`src/rtl/dtr_pkg.sv`:
```
package dtr_pkg;

    typedef enum logic [1:0] {
        DTR_SW     = 2'b00,
        DTR_FLOW   = 2'b01,
        DTR_DIR_LO = 2'b10,
        DTR_DIR_HI = 2'b11
    } dtr_mode_e;

    typedef enum logic {
        FLOW_GO   = 1'b0,
        FLOW_STOP = 1'b1
    } flow_state_e;

    typedef enum logic [1:0] {
        DIR_IDLE  = 2'b00,
        DIR_SEND  = 2'b01,
        DIR_DRAIN = 2'b10
    } dir_state_e;

endpackage

```
`src/rtl/dtr_flow_fsm.sv`:
```
module dtr_flow_fsm
    import dtr_pkg::*;
#(
    parameter int LVL_W = 8
) (
    input  logic             clk,
    input  logic             rst_n,
    input  logic             en,
    input  logic [LVL_W-1:0] level,
    input  logic [LVL_W-1:0] thr_hi,
    input  logic [LVL_W-1:0] thr_lo,
    output logic             stop_nxt
);

    flow_state_e state_q, state_d;
    logic        at_hi, below_lo;

    assign at_hi    = (level >= thr_hi);
    assign below_lo = (level < thr_lo);

    // next-state logic
    always_comb begin
        state_d = state_q;
        if (!en) begin
            state_d = FLOW_GO;
        end else begin
            unique case (state_q)
                FLOW_GO:   if (at_hi)                state_d = FLOW_STOP;
                FLOW_STOP: if (below_lo && !at_hi)   state_d = FLOW_GO;
            endcase
        end
    end

    // state register
    always_ff @(posedge clk or negedge rst_n) begin
        if (!rst_n) state_q <= FLOW_GO;
        else        state_q <= state_d;
    end

    // outputs
    always_comb begin
        stop_nxt = (state_d == FLOW_STOP);
    end

endmodule

```
`src/rtl/dtr_dir_fsm.sv`:
```
module dtr_dir_fsm
    import dtr_pkg::*;
(
    input  logic clk,
    input  logic rst_n,
    input  logic tx_empty,
    input  logic line_idle,
    output logic drive_nxt
);

    dir_state_e state_q, state_d;

    // next-state logic
    always_comb begin
        state_d = state_q;
        unique case (state_q)
            DIR_IDLE: begin
                if (!tx_empty) state_d = DIR_SEND;
            end
            DIR_SEND: begin
                if (tx_empty) state_d = line_idle ? DIR_IDLE : DIR_DRAIN;
            end
            DIR_DRAIN: begin
                if (!tx_empty)     state_d = DIR_SEND;
                else if (line_idle) state_d = DIR_IDLE;
            end
            default: state_d = DIR_IDLE;
        endcase
    end

    // state register
    always_ff @(posedge clk or negedge rst_n) begin
        if (!rst_n) state_q <= DIR_IDLE;
        else        state_q <= state_d;
    end

    // outputs
    always_comb begin
        drive_nxt = (state_d != DIR_IDLE);
    end

endmodule

```
`src/rtl/dtr_mode_ctrl.sv`:
```
module dtr_mode_ctrl
    import dtr_pkg::*;
#(
    parameter int LVL_W = 8
) (
    input  logic             clk,
    input  logic             rst_n,
    input  logic [1:0]       mode_sel,
    input  logic             sw_dtr,
    input  logic [LVL_W-1:0] rx_level,
    input  logic [LVL_W-1:0] thr_hi,
    input  logic [LVL_W-1:0] thr_lo,
    input  logic             tx_empty,
    input  logic             sout_idle,
    output logic             dtr_n
);

    dtr_mode_e mode;
    logic      flow_stop;
    logic      drive_on;
    logic      pin_d;

    assign mode = dtr_mode_e'(mode_sel);

    dtr_flow_fsm #(.LVL_W(LVL_W)) u_flow (
        .clk      (clk),
        .rst_n    (rst_n),
        .en       (mode == DTR_FLOW),
        .level    (rx_level),
        .thr_hi   (thr_hi),
        .thr_lo   (thr_lo),
        .stop_nxt (flow_stop)
    );

    dtr_dir_fsm u_dir (
        .clk       (clk),
        .rst_n     (rst_n),
        .tx_empty  (tx_empty),
        .line_idle (sout_idle),
        .drive_nxt (drive_on)
    );

    always_comb begin
        unique case (mode)
            DTR_SW:     pin_d = ~sw_dtr;
            DTR_FLOW:   pin_d = flow_stop;
            DTR_DIR_LO: pin_d = ~drive_on;
            DTR_DIR_HI: pin_d = drive_on;
        endcase
    end

    always_ff @(posedge clk or negedge rst_n) begin
        if (!rst_n) dtr_n <= 1'b1;
        else        dtr_n <= pin_d;
    end

endmodule

```
`config.mk`:
```
export PLATFORM = sky130hd
export DESIGN_NAME = dtr_mode_ctrl
export DESIGN_NICKNAME = d
export VERILOG_FILES = /design/src/rtl/dtr_pkg.sv /design/src/rtl/dtr_flow_fsm.sv /design/src/rtl/dtr_dir_fsm.sv /design/src/rtl/dtr_mode_ctrl.sv
export SDC_FILE = /design/constraint.sdc
export NUM_CORES = 1
export LEC_CHECK = 0
export BUFFER_PORTS_ARGS = -buffer_cell sky130_fd_sc_hd__buf_2
export CAP_MARGIN = 30
export CELL_PAD_IN_SITES_DETAIL_PLACEMENT = 1
export CELL_PAD_IN_SITES_GLOBAL_PLACEMENT = 1
export CORE_AREA = 2 2 48 50
export CTS_BUF_LIST = sky130_fd_sc_hd__clkbuf_8
export CTS_CLUSTER_DIAMETER = 60
export DETAILED_ROUTE_END_ITERATION = 6
export DIE_AREA = 0 0 50 52
export PLACE_DENSITY = 0.8
export SYNTH_ARGS = -nofsm -noshare
export SYNTH_HDL_FRONTEND = slang
export SYNTH_SLANG_ARGS = --single-unit
```
`constraint.sdc`:
```
create_clock -name clk -period 1.1 [get_ports clk]
set_input_delay 0.165 -clock clk [delete_from_list [all_inputs] [get_ports clk]]
set_output_delay 0.165 -clock clk [all_outputs]
set_load 0.005 [all_outputs]
```
---- After elaboration in Yosys (flattened, before gate mapping) ----
Cells that the tools add are included.
word-level totals
  bits in registers ....................... 4
  bits of input ports ..................... 31
  logic and storage cells ................. 29
cells by class
  order comparisons ....................... 2
  equal/unequal tests ..................... 5
  muxes and demuxes ....................... 11
  bitwise logic cells ..................... 3
  reduce and logical (&&, ||, !) cells .... 5
operators by type and width
  kind                count
  $mux 2              5
  $ge 8x8->1          1
  $lt 8x8->1          1
  $eq 2x2->1 const B  3
  $pmux 2 s3          1
  $eq 2x1->1 const B  2
  $logic_not 2->1     2
  $pmux 1 s4          1
  $mux 1              3
  $not 1->1           3
  $pmux 1 s2          1
  $reduce_bool 2->1   1
  $logic_and 1x1->1   1
  $logic_not 1->1     1

---- Logic depth before layout (Yosys ltp) ----
  depth in word-level cells ............... 7
  depth in mapped cells ................... 7

---- Modules after synthesis ----
A second synthesis with hierarchy kept.
second synthesis, totals
  cell total of the unflattened synthesis .. 65
  area total of the unflattened synthesis .. 565.5 µm²
modules (own cells, without submodules)
  module         instances  cells an instance  area each (µm²)
  dtr_flow_fsm   1          53                 407.9
  dtr_dir_fsm    1          7                  91.3
  dtr_mode_ctrl  1          5                  66.3

---- Worst setup path after synthesis ----
Ideal clock, no wire load.
  path kind ............................... input to register
  from .................................... in thr_lo[7]
  to ...................................... reg u_flow.state_q
  data arrival time ....................... 1.240 ns
  required time ........................... 0.970 ns
  setup slack ............................. -0.270 ns
  cell stages on the path ................. 6
  path buffers ............................ 0
  cells stage by stage .................... inv_1 ha_1 and4_4 a221o_1 nor3_2 a21boi_1
between the ends
  cells in the longest elaborated chain, start to end .. 5
RTL lines
  what                  line                 text
  from (decl)           dtr_mode_ctrl.sv:12  input logic [LVL_W-1:0] thr_lo,
  $lt 8x8->1            dtr_flow_fsm.sv:19   assign below_lo = (level < thr_lo);
  $logic_and 1x1->1     dtr_flow_fsm.sv:29   FLOW_STOP: if (below_lo && !at_hi) state_d = FLOW_GO;
  $mux 1                dtr_flow_fsm.sv:29
  $pmux 1 s2            dtr_flow_fsm.sv:27   unique case (state_q)
  $mux 1                dtr_flow_fsm.sv:24   if (!en) begin
  net flow_stop         dtr_mode_ctrl.sv:19  logic flow_stop;
  to (signal assigned)  dtr_flow_fsm.sv:37   else state_q <= state_d;
  to (decl)             dtr_flow_fsm.sv:15   flow_state_e state_q, state_d;
The timed path passes the listed nets, and every way through them passes these cells.

---- Worst setup path after layout ----
  from .................................... reg u_flow.state_q
  to ...................................... reg u_flow.state_q
between the ends
  cells in the longest elaborated chain, start to end .. 3
RTL lines
  what           line
  $not 1->1      dtr_flow_fsm.sv:27
  $pmux 1 s2 *   dtr_flow_fsm.sv:27
  $mux 1 *       dtr_flow_fsm.sv:24
  net flow_stop  dtr_mode_ctrl.sv:19
The timed path passes the listed nets; every way through them passes the cells marked *.

==> summary by stage <==
Yosys
Sorting the synthesized cells by area gives the leading types as ha_1 (33%), dfrtp_1 (13%), inv_1 (11%). The share of the yosys chip area belonging to registers is 0.180. After synthesis the cells add up to 563 um2. The synthesized area per cell is 8.53 um2. Synthesis inferred 4 register bits. Sorting the synthesized cells by how often they occur yields inv_1 (17), ha_1 (15), o21ai_0 (4), dfrtp_1 (3). Of the post-synthesis cell area, the dominant cell type holds 0.333.

The count of unique library cells instantiated by Yosys is 26. The leading cell type by number of instances after synthesis is inv_1. The count of synthesis-stage warnings from yosys is 0. The commonest register cell after synthesis is dfrtp_1. The number of enable flip-flop cells after synthesis is 0. Summed over all instances, the cell type with the most area after synthesis is ha_1.

After synthesis, the share of flip-flops with an asynchronous set or reset is 1.00. Synthesis produced 66 cells. The number of nets handed over by synthesis was 112.

Final layout
The net count of the finished layout is 152. Compared with the post-synthesis result, the final layout area differs by 59.6%. The final core area utilization is 0.427. The number of antenna cells inserted is 0.

The share of cells above drive strength 1 is 0.467. With fillers left out, the area of the finished cells amounts to 898 um2.

Setup path
The worst register-to-register path begins at u_flow.state_q$_DFF_PN0_. STA classifies the critical path startpoint as a flop. For the worst setup path, the data required time is 1.19 ns. By startpoint and endpoint, the worst setup path is classified as reg -> reg. STA classifies the critical path endpoint as a flop.

Of all nets on the critical path, the largest fanout is 2. The setup slack of the most critical reg-to-reg path is -0.13 ns. The data arrival at the endpoint of the critical path is 1.32 ns. The worst flop-to-flop path endpoint is u_flow.state_q$_DFF_PN0_. The number of cells on the worst reg-to-reg path is 4.

Die
The initialized floorplan defines 17 standard-cell rows. For this configuration, the core starts out at a cell density of 0.267. The total die area is 2600 um2. The standard cell core area is 2110 um2.

The floorplan step set the die height to 52 um. For this design the top-level I/O count stands at 32. The floorplan step set the die width to 50 um.

Placed design
Input and output buffers added on the ports amount to 31. The HPWL after detailed placement is 1.36 mm. Once placement finished, the instance area stood at 843 um2. The placer's final routability congestion estimate is 0.641.

Clock network
The number of levels the H-tree was split into is 1. Counting the buffers created by CTS gives 3. TritonCTS built the clock tree. The clock passes through at most 2 buffers. The insertion delay to the later sink of the worst-skew pair is 0.22 ns. The post-CTS resize count is 0. The clock-pin slew of the registers on the worst-case setup and hold paths is 0.03 ns. Clock tree synthesis selected as its root buffer the cell clkbuf_8. Counting every sink on the clock net gives 4.

Global route
The via count of the first global-routing pass is 676. The maximum number of pins on one net before global-route repair is 5. The initial antenna violation count was 0. The overall routing resource usage is 0.130.

The met2 track demand over resource is 0.254. For this run, global-route usage on met3 was measured as 0.0316. The overall overflow remaining after global route is 0. The global-route wire length before repair is 2.62 mm. In this run the most used layer during global routing was met2.

In the global route stage, met1 resource usage came out at 0.129.

Power
IR analysis of the VDD net gives a maximum drop of 530 uV. The power per standard cell area is 808 nW/um2. The leakage power figure is 0.496 nW.

Timing
Setup repair after global routing could not meet its margin everywhere. The hold violation total from the final report is 0. The minimum period implied by the final worst setup slack is 1.23 ns. For the final database, setup skew stands at 0.00312 ns. Measured against its own limit, the worst slew margin works out to 0.834. For this run, the top clock speed supported by timing is 814 MHz. The final cycle utilization of the critical path is 1.12. Setup violations remaining at the end of the flow were counted as 2. The final worst slack is -0.129 ns. The minimum hold slack is 0.116 ns. For the pin with the worst max-slew slack, the measured transition is 0.248 ns. After routing, the total negative slack on setup checks comes to -0.249 ns.

The max-slew violation count is 0.

Run status
The final reports fail on setup timing. The flow ran to the end, but the final reports show violations.

Route
The count of vias placed by the detailed router is 597. The routed design has 1.45 mm of wire. After detailed routing, the number of vias per cell comes to 4.49.

For this run, design rule violations remaining after detail routing come to 0. The number of optimization iterations in the first detailed-route pass is 2. The count of nets left with antenna violations once routing finished came out at 0. The DRC marker count from the first detailed-route iteration is 4. The per-cell routed wire length is 10.9 um.

Min path
The worst hold endpoint is u_dir.state_q[1]$_DFF_PN0_. In this run the most critical hold path is launched from sout_idle. The worst min-delay path class is in -> reg.

The worst hold path was traced through 2 stages.

Run
The max-capacitance violation count is 0.
## cells by family (layout without fill, tap and decap cells)
group                      Yosys count  in the layout  synth area share
adders and majority gates           15             15             0.333
DFF                                  4              4             0.180
xor gates and xnor gates             2              2            0.0311
and+or+nand+nor                     11             11             0.127
AOI/OAI and AO/OA                   17             17             0.216
buffers and inverters               17             56             0.113
## layout make-up
cell class	count	area [um2]
Timing Repair Buffer	35	188
Fill cell	262	1210
Sequential cell	4	101
Inverter	17	81.3
Clock buffer	3	41.3
Tap cell	28	35.0
Multi-Input combinational cell	45	448
Clock inverter	1	3.75
## per-layer routing
layer,vias to the layer above,part of all wire
li1,307,-
met1,275,0.39
met2,15,0.56
met3,0,0.050
met4,0,0
met5,-,0
## how the worst max path moves through the flow
stage                                   from                  endpoint  slack (ns)  cells past startpoint
floorplan                          thr_lo[5]  u_flow.state_q$_DFF_PN0_       -0.09                      6
global placement                   thr_lo[5]  u_flow.state_q$_DFF_PN0_       -0.31                      7
detailed placement                 thr_lo[5]  u_flow.state_q$_DFF_PN0_       -0.34                      7
CTS                 u_flow.state_q$_DFF_PN0_  u_flow.state_q$_DFF_PN0_       -0.14                      4
global route        u_flow.state_q$_DFF_PN0_  u_flow.state_q$_DFF_PN0_       -0.23                      4
finish              u_flow.state_q$_DFF_PN0_  u_flow.state_q$_DFF_PN0_       -0.13                      4
## critical path, cell delays in order, from the launching register on
cell and delay (ns):
dfrtp_1 0.37, and4_4 0.19, a221o_1 0.32, nor3_2 0.14, a21boi_1 0.08
## flip-flops by register name, summed over array words and instances, names as in the netlist
| name | count |
|---|---|
| u_flow.state_q | 1 |
| dtr_n | 1 |
| u_dir.state_q | 2 |
## placed cells by master (no fill, tap or decap)
cell type / netlist / final
nand2_1: 2 / 2
o21ai_0: 4 / 4
dfrtp_1: 3 / 3
and3_1: 1 / 1
inv_6: 0 / 1
a221o_1: 1 / 1
a211oi_1: 2 / 2
xnor2_1: 1 / 1
clkbuf_8: 0 / 3
buf_4: 0 / 3
nor3b_1: 2 / 2
ha_4: 0 / 4
a21o_1: 2 / 2
o211ai_1: 1 / 1
ha_1: 15 / 11
inv_1: 17 / 14
dfstp_2: 1 / 1
inv_12: 0 / 1
and4_4: 1 / 1
inv_2: 0 / 2
o21bai_1: 1 / 1
dlygate4sd3_1: 0 / 1
a221oi_2: 1 / 1
a21boi_1: 1 / 1
nor3_1: 1 / 1
nor2_1: 1 / 1
buf_2: 0 / 31
xor2_1: 1 / 1
a31oi_1: 1 / 1
nor2b_1: 1 / 1
nor3_2: 1 / 1
nand2b_1: 1 / 1
a22oi_1: 1 / 1
a21oi_1: 2 / 2
## what timing repair did
action	in CTS	in global routing
hold buffers	1	0
pin swaps	0	1
buffers inserted	0	0
setup endpoints to repair	2	2
endpoints found under the hold margin	4	0
## per-stage QoR
stage | cells | power [mW] | setup WS (ns)
6_report | 133 | 0.726 | -0.129
3_5_place_dp | 128 | 0.418 | -0.337
5_1_grt | 133 | 0.800 | -0.233
2_1_floorplan | 66 | 0.296 | -0.0887
3_3_place_gp | 128 | 0.405 | -0.309
4_1_cts | 133 | 0.747 | -0.143
## where the power goes
part	leakage (nW)	internal, mW	switching [mW]
clock	0.0269	0.238	0.0764
sequential	0.0493	0.163	0.00550
combinational	0.420	0.130	0.113
(Power assumes the default switching activity.)
